$ cat src/rtl/loh_pkg.sv
package loh_pkg;

    typedef enum logic [1:0] {
        RDI_IDLE = 2'd0,
        RDI_ON   = 2'd1,
        RDI_HOLD = 2'd2
    } rdi_state_e;

    localparam logic [2:0] K2_RDI_CODE = 3'b110;
    localparam int         FRAME_ROWS  = 9;

endpackage

$ cat src/rtl/loh_rdi_fsm.sv
module loh_rdi_fsm
    import loh_pkg::*;
#(
    parameter int HOLD_FRAMES = 20
) (
    input  logic clk,
    input  logic rst_n,
    input  logic frm_tick,
    input  logic defect,
    output logic rdi_on
);

    localparam int              CNT_W   = $clog2(HOLD_FRAMES + 1);
    localparam logic [CNT_W-1:0] CNT_MAX = CNT_W'(HOLD_FRAMES);
    localparam logic [CNT_W-1:0] CNT_ONE = CNT_W'(1);

    rdi_state_e       st, st_nx;
    logic [CNT_W-1:0] cnt, cnt_nx;
    logic             cnt_done;
    logic [CNT_W-1:0] cnt_inc;

    assign cnt_done = (cnt >= CNT_MAX);
    assign cnt_inc  = cnt_done ? CNT_MAX : cnt + CNT_ONE;

    always_ff @(posedge clk) begin
        if (!rst_n) begin
            st  <= RDI_IDLE;
            cnt <= '0;
        end else begin
            st  <= st_nx;
            cnt <= cnt_nx;
        end
    end

    always_comb begin
        st_nx  = st;
        cnt_nx = cnt;
        if (frm_tick) begin
            unique case (st)
                RDI_IDLE: begin
                    if (defect) begin          // onset
                        st_nx  = RDI_ON;
                        cnt_nx = CNT_ONE;
                    end
                end
                RDI_ON, RDI_HOLD: begin
                    if (defect) begin          // persist / recur
                        st_nx  = RDI_ON;
                        cnt_nx = cnt_inc;
                    end else if (cnt_done) begin // expire
                        st_nx  = RDI_IDLE;
                        cnt_nx = '0;
                    end else begin             // early clear / count
                        st_nx  = RDI_HOLD;
                        cnt_nx = cnt_inc;
                    end
                end
                default: begin
                    st_nx  = RDI_IDLE;
                    cnt_nx = '0;
                end
            endcase
        end
    end

    always_comb begin
        rdi_on = (st != RDI_IDLE);
    end

    AST_RDI_ONSET: assert property (@(posedge clk) disable iff (!rst_n)
        (frm_tick && defect) |=> rdi_on);

    AST_RDI_MIN_HOLD: assert property (@(posedge clk) disable iff (!rst_n)
        $fell(rdi_on) |-> ($past(cnt) == CNT_MAX));

    AST_RDI_FRAME_ONLY: assert property (@(posedge clk) disable iff (!rst_n)
        !frm_tick |=> $stable(rdi_on));

endmodule

$ cat src/rtl/loh_frame_latch.sv
module loh_frame_latch #(
    parameter int B2_W = 16
) (
    input  logic            clk,
    input  logic            rst_n,
    input  logic            frm_tick,
    input  logic            sw_ais,
    input  logic            sw_rdi_force,
    input  logic [2:0]      sw_k2_lo,
    input  logic            sw_rei_force,
    input  logic [7:0]      sw_rei_val,
    input  logic            b2_vld,
    input  logic [B2_W-1:0] b2_cnt,
    output logic            frm_ais,
    output logic            frm_rdi_sw,
    output logic [2:0]      frm_k2_lo,
    output logic [7:0]      frm_m1
);

    localparam logic [B2_W-1:0] SAT_LIM = B2_W'(255);

    logic [7:0] b2_sat;
    logic [7:0] pend;

    always_comb begin
        b2_sat = (b2_cnt > SAT_LIM) ? 8'hFF : b2_cnt[7:0];
    end

    always_ff @(posedge clk) begin
        if (!rst_n) begin
            frm_ais    <= 1'b0;
            frm_rdi_sw <= 1'b0;
            frm_k2_lo  <= '0;
            frm_m1     <= '0;
            pend       <= '0;
        end else if (frm_tick) begin
            frm_ais    <= sw_ais;
            frm_rdi_sw <= sw_rdi_force;
            frm_k2_lo  <= sw_k2_lo;
            frm_m1     <= sw_rei_force ? sw_rei_val : pend;
            pend       <= b2_vld ? b2_sat : 8'h00;
        end else if (b2_vld) begin
            pend       <= b2_sat;
        end
    end

    AST_REI_OVERRIDE: assert property (@(posedge clk) disable iff (!rst_n)
        (frm_tick && sw_rei_force) |=> (frm_m1 == $past(sw_rei_val)));

    AST_AIS_LATCH: assert property (@(posedge clk) disable iff (!rst_n)
        frm_tick |=> (frm_ais == $past(sw_ais)));

    AST_CTRL_HELD: assert property (@(posedge clk) disable iff (!rst_n)
        !frm_tick |=> ($stable(frm_ais) && $stable(frm_m1) && $stable(frm_k2_lo)));

endmodule

$ cat src/rtl/loh_maint_inserter.sv
module loh_maint_inserter
    import loh_pkg::*;
#(
    parameter int N_STS     = 3,
    parameter int STS1_COLS = 90,
    parameter int RDI_HOLD  = 20,
    parameter int B2_W      = 16,
    localparam int COLS     = N_STS * STS1_COLS,
    localparam int COL_W    = $clog2(COLS)
) (
    input  logic             clk,
    input  logic             rst_n,
    input  logic [7:0]       in_byte,
    input  logic             in_fs,
    input  logic [3:0]       in_row,
    input  logic [COL_W-1:0] in_col,
    input  logic             rx_los,
    input  logic             rx_lof,
    input  logic             rx_ais,
    input  logic             rx_sd,
    input  logic             rx_sf,
    input  logic             b2_vld,
    input  logic [B2_W-1:0]  b2_cnt,
    input  logic             sw_rdi_force,
    input  logic [2:0]       sw_k2_lo,
    input  logic             sw_rei_force,
    input  logic [7:0]       sw_rei_val,
    input  logic             sw_ais,
    output logic [7:0]       out_byte,
    output logic             out_fs,
    output logic [3:0]       out_row,
    output logic [COL_W-1:0] out_col
);

    localparam logic [COL_W-1:0] TOH_COLS = COL_W'(3 * N_STS);
    localparam logic [COL_W-1:0] K2_COL   = COL_W'(2 * N_STS);
    localparam logic [COL_W-1:0] M1_COL   = COL_W'(2 * N_STS + 2);
    localparam logic [3:0]       SOH_ROWS = 4'd3;
    localparam logic [3:0]       K2_ROW   = 4'd4;
    localparam logic [3:0]       M1_ROW   = 4'(FRAME_ROWS - 1);

    logic       defect_any;
    logic       rdi_auto;
    logic       rdi_any;
    logic       frm_ais, frm_rdi_sw;
    logic [2:0] frm_k2_lo;
    logic [7:0] frm_m1;
    logic       is_soh, is_k2, is_m1;
    logic [7:0] byte_nx;

    assign defect_any = rx_los | rx_lof | rx_ais | rx_sd | rx_sf;

    loh_rdi_fsm #(
        .HOLD_FRAMES (RDI_HOLD)
    ) u_rdi (
        .clk      (clk),
        .rst_n    (rst_n),
        .frm_tick (in_fs),
        .defect   (defect_any),
        .rdi_on   (rdi_auto)
    );

    loh_frame_latch #(
        .B2_W (B2_W)
    ) u_latch (
        .clk          (clk),
        .rst_n        (rst_n),
        .frm_tick     (in_fs),
        .sw_ais       (sw_ais),
        .sw_rdi_force (sw_rdi_force),
        .sw_k2_lo     (sw_k2_lo),
        .sw_rei_force (sw_rei_force),
        .sw_rei_val   (sw_rei_val),
        .b2_vld       (b2_vld),
        .b2_cnt       (b2_cnt),
        .frm_ais      (frm_ais),
        .frm_rdi_sw   (frm_rdi_sw),
        .frm_k2_lo    (frm_k2_lo),
        .frm_m1       (frm_m1)
    );

    assign rdi_any = rdi_auto | frm_rdi_sw;
    assign is_soh  = (in_row < SOH_ROWS) && (in_col < TOH_COLS);
    assign is_k2   = (in_row == K2_ROW) && (in_col == K2_COL);
    assign is_m1   = (in_row == M1_ROW) && (in_col == M1_COL);

    always_comb begin
        byte_nx = in_byte;
        if (frm_ais && !is_soh) begin
            byte_nx = 8'hFF;
        end else if (is_k2) begin
            byte_nx = {in_byte[7:3], rdi_any ? K2_RDI_CODE : frm_k2_lo};
        end else if (is_m1) begin
            byte_nx = frm_m1;
        end
    end

    always_ff @(posedge clk) begin
        if (!rst_n) begin
            out_byte <= '0;
            out_fs   <= 1'b0;
            out_row  <= '0;
            out_col  <= '0;
        end else begin
            out_byte <= byte_nx;
            out_fs   <= in_fs;
            out_row  <= in_row;
            out_col  <= in_col;
        end
    end

    AST_AIS_FILL: assert property (@(posedge clk) disable iff (!rst_n)
        (frm_ais && !is_soh) |=> (out_byte == 8'hFF));

    AST_K2_RDI_CODE: assert property (@(posedge clk) disable iff (!rst_n)
        (rdi_any && !frm_ais && is_k2) |=> (out_byte[2:0] == 3'b110));

    AST_PASS_THROUGH: assert property (@(posedge clk) disable iff (!rst_n)
        (!frm_ais && !is_k2 && !is_m1) |=> (out_byte == $past(in_byte)));

    AST_MARK_DELAY: assert property (@(posedge clk) disable iff (!rst_n)
        1'b1 |=> (out_fs == $past(in_fs)));

endmodule

$ cat config.mk
export PLATFORM = sky130hd
export DESIGN_NAME = loh_maint_inserter
export DESIGN_NICKNAME = d
export VERILOG_FILES = /design/src/rtl/loh_pkg.sv /design/src/rtl/loh_rdi_fsm.sv /design/src/rtl/loh_frame_latch.sv /design/src/rtl/loh_maint_inserter.sv
export SDC_FILE = /design/constraint.sdc
export NUM_CORES = 1
export LEC_CHECK = 0
export BUFFER_PORTS_ARGS = -buffer_cell sky130_fd_sc_hd__clkbuf_2
export CORE_MARGIN = 4
export CORE_UTILIZATION = 29
export DETAILED_ROUTE_END_ITERATION = 8
export SLEW_MARGIN = 15
export SYNTH_ARGS = -nofsm -noshare
export SYNTH_HDL_FRONTEND = slang
export SYNTH_SLANG_ARGS = --single-unit
$ cat constraint.sdc
create_clock -name clk -period 3.1 [get_ports clk]
set_input_delay 0.155 -clock clk [delete_from_list [all_inputs] [get_ports clk]]
set_output_delay 0.155 -clock clk [all_outputs]
set_load 0.02 [all_outputs]
## After elaboration in Yosys (flattened, before gate mapping)

Index checks and enable logic that the tools add are counted.

| storage, ports and cells | value |
|---|---|
| register bits | 50 |
| word-level logic and storage cells | 56 |

| cells by class | value |
|---|---|
| $add $sub $neg | 1 |
| reductions and logical operators | 10 |
| bitwise gates (word level) | 5 |
| order comparisons | 4 |
| equal/unequal tests | 7 |
| mux-type cells | 18 |

Operator list:

| kind | number |
|---|---|
| $mux W8 | 8 |
| $mux W5 | 4 |
| $gt A16 B8 Y1 const B | 1 |
| $pmux W5 S2 | 1 |
| $eq A9 B3 Y1 const B | 1 |
| $eq A9 B4 Y1 const B | 1 |
| $lt A9 B4 Y1 const B | 1 |
| $mux W2 | 3 |
| $add A5 B1 Y5 const B | 1 |
| $ge A5 B5 Y1 const B | 1 |
| $or A1 B1 Y1 | 5 |
| $eq A4 B3 Y1 const B | 1 |
| $eq A4 B4 Y1 const B | 1 |
| $logic_and A1 B1 Y1 | 4 |
| $lt A4 B2 Y1 const B | 1 |
| $pmux W2 S2 | 1 |
| $reduce_bool A2 Y1 | 2 |
| $mux W3 | 1 |
| $eq A2 B1 Y1 const B | 1 |
| $eq A2 B2 Y1 const B | 1 |
| $logic_not A2 Y1 | 1 |
| $ne A2 B2 Y1 const B | 1 |
| $reduce_and A2 Y1 | 1 |
| $reduce_or A2 Y1 | 1 |
| $logic_not A1 Y1 | 1 |

## Longest topological paths before layout

Gate-level depths: netlist of run 1.

| depth | value |
|---|---|
| word-level depth | 6 |
| depth in mapped cells | 6 |

## Modules after synthesis

A second synthesis of run 1 with hierarchy kept.

| second synthesis, totals | value |
|---|---|
| cells, all modules | 235 |
| area, all modules | 2,212.1 µm² |

Modules (own cells, without submodules):

| module | cells an instance | area each (µm²) | instances |
|---|---|---|---|
| loh_maint_inserter | 94 | 904.6 | 1 |
| loh_frame_latch | 91 | 900.9 | 1 |
| loh_rdi_fsm | 50 | 406.6 | 1 |

## Worst setup path after synthesis of run 1

OpenSTA, ideal clock, no wires.

| path | value |
|---|---|
| path kind | reg-to-reg |
| start point | register u_rdi.st[0] |
| end point | register u_rdi.cnt[1] |
| setup time | 71 ps |
| cell stages (with the launch flop) | 7 |
| slack | 1,466 ps |
| path buffers | 0 |
| arrival time | 1,563 ps |
| data required time | 3,029 ps |
| period minus slack after synthesis | 1,634 ps |
| cells stage by stage | dfxtp_1 -> inv_1 -> ha_1 -> inv_1 -> o31ai_2 -> or4b_2 -> a21oi_1 |

| on the way | value |
|---|---|
| longest elaborated chain between the ends | 3 |

Ends and longest elaborated chain:

| what | line | source |
|---|---|---|
| start: declaration | loh_rdi_fsm.sv:17 | `rdi_state_e st, st_nx;` |
| start signal: assignment | loh_rdi_fsm.sv:30 | `st <= st_nx;` |
| $eq A2 B1 Y1 (tied with other cells) | loh_rdi_fsm.sv:39 | `unique case (st)` |
| $reduce_or A2 Y1 / $ne A2 B2 Y1 (equally long branches) | - |  |
| $pmux W5 S2 / $reduce_and A2 Y1 (equally long branches) | - |  |
| end signal: assignment | loh_rdi_fsm.sv:31 | `cnt <= cnt_nx;` |
| end: declaration | loh_rdi_fsm.sv:18 | `logic [CNT_W-1:0] cnt, cnt_nx;` |

Parallel ways exist; a longest one is shown, timed or not.
A chain may end at the register's enable or synchronous reset.

## Worst setup path in the final report of run 1

Ends and elaborated chain as after synthesis.

==> impl_metrics.toml, run 1 <==
[logic_synthesis]
synth-adder-area-share_pct = 2.35
synth_seq_cells = 50
synth_sequential_area_ratio_pct = 46.9
async_s_r_ff_share_synth_pct = 0
compound_gate_portion_of_the_synthesized_area_pct = 17.4
postSynthNetCount = 294
synthDominantCellAreaShare_pct = 46.9
synthesis.area_per_instance_um2 = 9.28
yosys.area_share.simple_pct = 22.8
yosys_warnings = 0
dominant_combinational_cell_family_by_area_after_synthesis = "simple AND/OR/NAND/NOR gates"
yosys_most_used_dff = "sky130_fd_sc_hd__dfxtp_1"
yosys-top-cells-area = "sky130_fd_sc_hd__dfxtp_1 47%, sky130_fd_sc_hd__mux2i_1 7.0%, sky130_fd_sc_hd__nor2_1 4.6%"
post_synth_instance_area_um2 = 2130
synthXorXnorAreaFrac_pct = 0
synth_top_cell_by_area = "sky130_fd_sc_hd__dfxtp_1"
synth_edf_count = 0
syn_inst = 230
muxShareOfSynthArea_pct = 7.04
yosysUniqueCellTypes = 41

[finish]
synthToLayoutAreaGrowth_pct = 28.0
antennaDiodeCount = 0
num-fill-cells = 773
post-route-util_pct = 37.8
number_of_non_filler_instances_in_the_completed_layout = 406
most-common-layout-cells = "81 x sky130_fd_sc_hd__clkbuf_2, 50 x sky130_fd_sc_hd__dfxtp_1, 26 x sky130_fd_sc_hd__nor2_1, 15 x sky130_fd_sc_hd__mux2i_1"
finalNetCount = 370
final_layout_size_suffix_gt1_share_pct = 31.6
layout.cells.most_common = "sky130_fd_sc_hd__clkbuf_2"

[worst_setup_path]
rr_worst_depth = 6
path_delay_family = "simple AND/OR/NAND/NOR gates"
regToRegSetupSlack_ns = 1.28
crit_fanout = 9
worst_setup_path_start_kind = "flip-flop"
timing.critical_path.mode_cell = "sky130_fd_sc_hd__inv_1"
worst_setup_path_end_kind = "flip-flop"
worst_stage_delay_on_the_critical_path_ns = 0.68
critical_path.n_buffers_inverters = 2
worstSetupPathDepth = 6
crit_path_cell_trace = "inv_1 > ha_1 > inv_1 > o31ai_2 > or4b_2 > a21oi_1"
arrival_ns = 2.04
cpMaxStageDelayCell = "sky130_fd_sc_hd__or4b_2"
regToRegStartpoint = "u_rdi.st[0]"
critical_path.startpoint = "u_rdi.st[0]"
worst_ep_required_time_ns = 3.33
r2r-end = "u_rdi.cnt[1]"
setup.worst_path.class = "reg2reg"

[timing]
tns_ns = 0
skew_ns = 0.0103
hold_viol_final = 0
timing.slew.headroom_pct = 61.6
finalMaxSlewViolations = 0
setup_repair_after_global_routing_missed_its_margin = "no"
final-setup-viol-count = 0
final_min_period_over_clock_period_pct = 58.7
final_period_minus_worst_setup_slack_ns = 1.82
max_clock_freq_mhz = 550
tightestPinTransition_ns = 0.573

[floorplanning]
core_um2 = 7210
placementRows = 31
ioPinCount = 82
die_width_um = 93.8
die_area_um2 = 8790
die_height_um = 93.8
initial_core_util_pct = 29.6

[cts]
clk-insertion-delay-late_ns = 0.29
number_of_buffers_added_for_setup_after_cts = 0
cts.htree.levels = 2
postCtsResizedCells = 0
clk_path_buf_depth = 2
tritoncts_clock_tree = "built"
clk_pin_slew_worst_paths_ns = 0.09
cts_buffers = 5
numClockSinks = 50
cts_root_buf = "sky130_fd_sc_hd__clkbuf_8"
cts.hold.buffers_added = 0

[power]
power_density_nw_per_um2 = 487
total_leakage_power_nw = 1.18
peakVddDrop_mv = 0.270

[place]
gp_congestion = 0.811
place.detailed.instances = 398
io_port_bufs = 81
dp_hpwl_um = 4080

[grt]
grt_pass1_vias = 1843
overflow = 0
largest_net_degree_at_the_start_of_global_routing = 27
track_usage_pct = 12.1
antenna_violations_before_repair = 0
grt_first_pass_wirelength_um = 8580

[detailed_routing]
route.detailed.vias_per_inst = 4.66
routed_wire_length_per_instance_um = 12.7
drt_iter0_drc = 42
ant_nets = 0
drc_errors = 0
routed_wl_um = 5170
via_count = 1891
firstDrtPassIters = 4

[status]
run_status = "finished clean"

[min_path]
hp-class = "in2reg"
min_from = "in_col[6]"
holdPathEnd = "out_col[6]"
whs_path_depth = 2

[job]
max_cap_viol = 0
metal layers:
metal | global-route usage, % | share of wire, % | vias up
li1 | - | - | 989
met1 | 15.9 | 49 | 839
met2 | 20.2 | 44 | 63
met3 | 3.53 | 6.9 | 0
met4 | 1.08 | 0 | 0
met5 | 0 | 0 | -
through the flow:
stage	setup slack, ns	instance area, um^2	hold WS [ns]	power [mW]
final	1.28	2730	0.0962	1.33
after global placement	1.32	2620	0.392	0.898
after global routing	1.16	2730	0.0823	1.40
after floorplan	1.47	2130	0.277	0.820
after CTS	1.28	2730	0.0896	1.35
after detailed placement	1.29	2620	0.398	0.901
Yosys cell counts, types with 6 or more instances:
cell type and number:
sky130_fd_sc_hd__dfxtp_1 50, sky130_fd_sc_hd__nor2_1 26, sky130_fd_sc_hd__mux2i_1 15, sky130_fd_sc_hd__a21oi_1 14, sky130_fd_sc_hd__and2_1 14, sky130_fd_sc_hd__clkbuf_1 11, sky130_fd_sc_hd__nor3_1 10, sky130_fd_sc_hd__a211oi_1 9
sky130_fd_sc_hd__nand3_1 8, sky130_fd_sc_hd__a31oi_1 7, sky130_fd_sc_hd__o21ai_0 6
worst max path at each step:
stage                   endpoint  slack, ns
floorplan           u_rdi.cnt[1]       1.47
global placement     out_byte[0]       1.32
detailed placement  u_rdi.cnt[1]       1.29
CTS                 u_rdi.cnt[1]       1.28
global route        u_rdi.cnt[1]       1.16
finish              u_rdi.cnt[1]       1.28
final cells by class:
cell class	count	area, um^2	area share [%]
repair buffers	82	413	15.1
flip-flops and latches	50	1000	36.7
clock inverters	3	40.0	1.47
well taps	99	124	4.54
multi-input cells	160	1060	38.7
inverters	7	26.3	0.962
clock buffers	5	68.8	2.52
kinds of logic (layout without fill, tap and decap cells):
kind of cell / count (synthesis) / after routing
AO/OA/AOI/OAI: 53 / 53
multiplexers: 15 / 15
AND/OR/NAND/NOR: 88 / 88
adder cells (fa/ha/maj): 4 / 4
buffers and inverters: 20 / 97
flip-flops: 50 / 50
sequential cells by signal, summed over array words and instances (netlist names):
name / cells
out_row: 4
out_fs: 1
out_byte: 8
u_latch.frm_m1: 8
u_latch.pend: 8
u_latch.frm_rdi_sw: 1
u_rdi.st: 2
u_latch.frm_k2_lo: 3
u_latch.frm_ais: 1
out_col: 9
u_rdi.cnt: 5
where the power goes:
group | switching, mW | internal [mW] | total (mW) | leakage [nW]
Combinational | 0.105 | 0.0823 | 0.187 | 0.711
Sequential | 0.0163 | 0.680 | 0.696 | 0.415
Clock | 0.209 | 0.238 | 0.447 | 0.0579
Total | 0.330 | 1.00 | 1.33 | 1.18
Note: power is estimated with default switching activity, not from simulation.
==> run 2: changes to the inputs <==
ABC_AREA = 1   (was not set)
clock period = 1.55 ns   (was 3.1 ns; I/O delays follow)
==> impl_metrics.toml, run 2 <==
[worst_setup_path]
worst_setup_path_end_kind = "flip-flop"
rr_worst_depth = 8
crit_fanout = 7
worst_ep_required_time_ns = 1.75
worst_setup_path_start_kind = "flip-flop"
setup.worst_path.class = "reg2reg"
regToRegStartpoint = "u_rdi.st[0]"
arrival_ns = 1.60
regToRegSetupSlack_ns = 0.15
r2r-end = "u_rdi.cnt[2]"

[min_path]
holdPathEnd = "out_row[3]"
hp-class = "in2reg"
whs_path_depth = 3
min_from = "in_row[3]"

[grt]
grt_first_pass_wirelength_um = 8950
largest_net_degree_at_the_start_of_global_routing = 21
antenna_violations_before_repair = 0
overflow = 0
track_usage_pct = 12.4
grt_pass1_vias = 2081

[job]
max_cap_viol = 0

[floorplanning]
die_width_um = 95.6
die_height_um = 95.6
initial_core_util_pct = 30.2
die_area_um2 = 9140
placementRows = 31
core_um2 = 7370
ioPinCount = 82

[logic_synthesis]
synth_top_cell_by_area = "sky130_fd_sc_hd__dfxtp_1"
synthesis.area_per_instance_um2 = 7.39
yosys_most_used_dff = "sky130_fd_sc_hd__dfxtp_1"
synthDominantCellAreaShare_pct = 45.0
synthTopCellsByCount = "66 x sky130_fd_sc_hd__nand2_1, 50 x sky130_fd_sc_hd__dfxtp_1, 42 x sky130_fd_sc_hd__inv_1, 30 x sky130_fd_sc_hd__a21oi_1, 30 x sky130_fd_sc_hd__nand3_1"
post-synth-top-count-cell = "sky130_fd_sc_hd__nand2_1"
yosysUniqueCellTypes = 28
synth_edf_count = 0
syn_inst = 301
synth_sequential_area_ratio_pct = 45.0
yosys-top-cells-area = "sky130_fd_sc_hd__dfxtp_1 45%, sky130_fd_sc_hd__nand2_1 11%, sky130_fd_sc_hd__inv_1 7.1%"
post_synth_instance_area_um2 = 2230
synth_seq_cells = 50
postSynthNetCount = 365
async_s_r_ff_share_synth_pct = 0
yosys_warnings = 0

[timing]
finalWorstSetupSlack_ns = 0.149
max_clock_freq_mhz = 714
tightestPinTransition_ns = 0.356
final_period_minus_worst_setup_slack_ns = 1.40
setup_repair_after_global_routing_missed_its_margin = "no"
timing.slew.headroom_pct = 76.2
tns_ns = 0
hold_viol_final = 0
final.hold.worst_slack_ns = 0.00961
final_min_period_over_clock_period_pct = 90.4
finalMaxSlewViolations = 0
final-setup-viol-count = 0
skew_ns = 0.00409

[place]
dp_hpwl_um = 4320
io_port_bufs = 81
preCtsSetupSlack_ns = 0.148
gp_congestion = 0.839

[power]
p_sw_share_pct = 26.1
total_leakage_power_nw = 1.53
power_density_nw_per_um2 = 923
power.combinational.fraction_pct = 15.3
intPower_mw = 2.01
peakVddDrop_mv = 0.418
clock_power_share_pct = 33.7
total_switching_power_uw = 712
power.sequential.fraction_pct = 51.1

[detailed_routing]
drc_errors = 0
firstDrtPassIters = 4
route.detailed.vias_per_inst = 4.37
routed_wire_length_per_instance_um = 11.0
via_count = 2155
routed_wl_um = 5430
ant_nets = 0
drt_iter0_drc = 60

[finish]
final_layout_size_suffix_gt1_share_pct = 29.2
synthToLayoutAreaGrowth_pct = 32.6
layout.cells.most_common = "sky130_fd_sc_hd__clkbuf_2"
most-common-layout-cells = "81 x sky130_fd_sc_hd__clkbuf_2, 66 x sky130_fd_sc_hd__nand2_1, 50 x sky130_fd_sc_hd__dfxtp_1, 42 x sky130_fd_sc_hd__inv_1"
finalNetCount = 457
antennaDiodeCount = 0
largest_register = "out_col"
number_of_flip_flops_under_the_largest_register_name = 9

[status]
run_status = "finished clean"

[cts]
clk_path_buf_depth = 2
clk-insertion-delay-late_ns = 0.30
number_of_buffers_added_for_setup_after_cts = 0
numClockSinks = 50
cts.hold.buffers_added = 10
cts.htree.levels = 2
tritoncts_clock_tree = "built"
cts_root_buf = "sky130_fd_sc_hd__clkbuf_8"
clk_pin_slew_worst_paths_ns = 0.09
cts_buffers = 5
postCtsResizedCells = 0
-- run 2: power groups by stage --
stage          Combinational, mW  Sequential, mW  Clock [mW]
2_1_floorplan              0.193            1.46           0
3_3_place_gp               0.394            1.42           0
3_5_place_dp               0.396            1.42           0
4_1_cts                    0.418            1.39       0.950
5_1_grt                    0.470            1.40        1.00
6_report                   0.416            1.39       0.918
-- run 2: critical path, stage by stage, from the launching register on --
cell                      delay (ns)
sky130_fd_sc_hd__dfxtp_1        0.37
sky130_fd_sc_hd__inv_1          0.06
sky130_fd_sc_hd__ha_1           0.25
sky130_fd_sc_hd__nand4_1        0.11
sky130_fd_sc_hd__nand2_1        0.16
sky130_fd_sc_hd__inv_2          0.16
sky130_fd_sc_hd__nand3_1        0.08
sky130_fd_sc_hd__nand2_1        0.08
sky130_fd_sc_hd__nor2_1         0.05
-- run 2: worst max path at each step --
stage                      startpoint           end  slack, ns
after floorplan           u_rdi.st[0]  u_rdi.cnt[2]       0.32
final                     u_rdi.st[0]  u_rdi.cnt[2]       0.15
after CTS                 u_rdi.st[0]  u_rdi.cnt[2]       0.14
after global placement    u_rdi.st[0]  u_rdi.cnt[4]       0.22
after detailed placement  u_rdi.st[0]  u_rdi.cnt[4]       0.15
after global routing      u_rdi.st[0]  u_rdi.cnt[2]       0.02
-- run 2: cell families (layout without fill, tap and decap cells) --
group | after synthesis | count (layout) | synth area share (%)
simple gates | 131 | 131 | 28.2
compound gates | 59 | 59 | 14.6
flops | 50 | 50 | 45.0
xor+xnor | 1 | 1 | 0.394
fa+ha+maj | 4 | 4 | 2.25
buf+inv | 56 | 149 | 9.67
-- run 2: area by class of cell --
| class | count | area [um^2] |
|---|---|---|
| Clock inverter | 3 | 45.0 |
| Tap cell | 99 | 124 |
| Inverter | 48 | 180 |
| Multi-Input combinational cell | 195 | 1010 |
| Fill cell | 784 | 4420 |
| Timing Repair Buffer | 93 | 523 |
| Clock buffer | 5 | 68.8 |
| Sequential cell | 50 | 1000 |
-- run 2: through the flow --
step | util (%) | power [mW] | area, um^2 | instances
after floorplan | - | 1.65 | 2230 | 301
after global placement | 37.0 | 1.81 | 2730 | 474
after detailed placement | 37.0 | 1.82 | 2730 | 474
after CTS | 39.9 | 2.76 | 2940 | 492
after global routing | 40.1 | 2.87 | 2950 | 493
final | 40.1 | 2.73 | 2950 | 493
-- run 2: layer usage --
layer	global-route usage [%]	vias to the layer above	part of all wire, %
met2	21.2	68	46
met1	14.6	945	45
li1	-	1140	-
met3	3.95	2	7.5
met5	0	-	0
met4	3.91	0	0.74
==> run 3: changes to the inputs <==
ABC_AREA = not set   (was 1)
==> impl_metrics.toml, run 3 (same netlist as run 1, synthesis figures left out) <==
[detailed_routing]
routed_wl_um = 5500
via_count = 1978
firstDrtPassIters = 4
drt_iter0_drc = 42
ant_nets = 0
routed_wire_length_per_instance_um = 12.9
route.detailed.vias_per_inst = 4.63
drc_errors = 0

[floorplanning]
die_width_um = 93.8
ioPinCount = 82
die_area_um2 = 8790
core_um2 = 7210
die_height_um = 93.8
placementRows = 31
initial_core_util_pct = 29.6

[worst_setup_path]
regToRegStartpoint = "u_rdi.st[0]"
setup.worst_path.class = "reg2reg"
rr_worst_depth = 6
critical_path.startpoint = "u_rdi.st[0]"
r2r-end = "u_rdi.cnt[3]"
worst_setup_path_start_kind = "flip-flop"
worst_stage_delay_on_the_critical_path_ns = 0.52
crit_fanout = 7
worst_setup_path_end_kind = "flip-flop"
worst_ep_required_time_ns = 1.77
arrival_ns = 1.65
cpMaxStageDelayCell = "sky130_fd_sc_hd__or4_1"
crit_path_cell_trace = "inv_2 > ha_4 > inv_4 > o31ai_4 > or4_1 > o22ai_1"
regToRegSetupSlack_ns = 0.13

[timing]
timing.slew.headroom_pct = 78.5
final-setup-viol-count = 0
finalMaxSlewViolations = 0
skew_ns = 0.00342
final_period_minus_worst_setup_slack_ns = 1.42
tightestPinTransition_ns = 0.320
finalWorstSetupSlack_ns = 0.127
final_min_period_over_clock_period_pct = 91.8
max_clock_freq_mhz = 703
hold_viol_final = 0
final.hold.worst_slack_ns = 0.0150
setup_repair_after_global_routing_missed_its_margin = "no"

[finish]
antennaDiodeCount = 0
post-route-util_pct = 40.5
finalNetCount = 392
area_of_the_multi_input_gates_um2 = 1110
seq_area_um2 = 1000
final_layout_size_suffix_gt1_share_pct = 38.7
synthToLayoutAreaGrowth_pct = 37.0
design_area_um2 = 2920
number_of_flip_flops_under_the_largest_register_name = 9
largest_register = "out_col"
num-fill-cells = 765
most-common-layout-cells = "81 x sky130_fd_sc_hd__clkbuf_2, 48 x sky130_fd_sc_hd__dfxtp_1, 26 x sky130_fd_sc_hd__nor2_1, 23 x sky130_fd_sc_hd__buf_4, 15 x sky130_fd_sc_hd__mux2i_1"
layout.cells.most_common = "sky130_fd_sc_hd__clkbuf_2"

[status]
run_status = "finished clean"

[grt]
antenna_violations_before_repair = 0
track_usage_pct = 12.7
grt_pass1_vias = 1983
overflow = 0
grt_first_pass_wirelength_um = 9060
largest_net_degree_at_the_start_of_global_routing = 25

[place]
placed_cell_area_um2 = 2810
preCtsSetupSlack_ns = -0.0847
io_port_bufs = 81
gp_congestion = 0.793
dp_hpwl_um = 4360

[cts]
cts_buffers = 5
cts_root_buf = "sky130_fd_sc_hd__clkbuf_8"
clk_path_buf_depth = 2
numClockSinks = 50
cts.hold.buffers_added = 0
clk-insertion-delay-late_ns = 0.29
clk_pin_slew_worst_paths_ns = 0.09
tritoncts_clock_tree = "built"
cts.htree.levels = 2

[min_path]
min_from = "in_row[1]"
holdPathEnd = "out_row[1]"
hp-class = "in2reg"
whs_path_depth = 2

[power]
total_leakage_power_nw = 1.28
total_power_mw = 2.54
power_density_nw_per_um2 = 869
peakVddDrop_mv = 0.319

[job]
max_cap_viol = 0
-- run 3: changes by cell type in the layout (fill, tap and decap cells not counted), sizes merged, moves of 7 or more --
cell,before,now
a211oi,0,9
a21oi,33,14
a31oi,0,7
and2,1,14
buf,1,23
dlygate4sd3,11,0
inv,48,5
mux2i,0,15
nand2,71,5
nand3,31,8
nor3,1,10
o21ai,21,6
-- run 3: timing repair --
item,CTS,global route
pin swaps,1,2
resized for setup,5,6
endpoints found under the setup margin,2,4
buffers inserted,0,1
-- run 3: power by group --
group,switching [mW],internal [mW]
Sequential,0.0326,1.36
Clock,0.406,0.310
Combinational,0.226,0.205
Total,0.665,1.88
-- run 3: metrics by stage --
step                std cells  setup TNS [ns]
finish                    427               0
global route              427               0
CTS                       427               0
detailed placement        420          -0.224
global placement          420         -0.0793
floorplan                 230               0
-- run 3: routing by layer --
metal	track usage (%)	up-vias	routed length, um
met5	0	-	0
met4	2.17	0	40
met3	3.53	6	378
met2	21.8	65	2510
met1	16.2	877	2570
li1	-	1030	-
-- run 3: final cells by class --
class / instances / area share (%)
Multi-Input combinational cell: 160 / 37.9
Sequential cell: 50 / 34.3
Timing Repair Buffer: 104 / 19.8
Tap cell: 99 / 4.24
Clock buffer: 6 / 2.48
Inverter: 7 / 0.985
Clock inverter: 1 / 0.257
-- run 3: worst max-delay path by stage --
stage | endpoint | slack [ns] | cells after the start
2_1_floorplan | u_rdi.st[1] | 0.009 | 4
3_3_place_gp | u_rdi.st[1] | -0.05 | 5
3_5_place_dp | out_byte[0] | -0.08 | 5
4_1_cts | u_rdi.st[1] | 0.03 | 7
5_1_grt | out_byte[1] | 0.02 | 7
6_report | u_rdi.cnt[3] | 0.13 | 6
-- run 3: worst max-delay path, delay by kind of cell, from the launching register on --
family	cells	cell delay, ns
buffers and inverters	2	0.11
AO/OA/AOI/OAI	2	0.22
adder cells (fa/ha/maj)	1	0.16
flip-flops	1	0.34
AND/OR/NAND/NOR	1	0.52
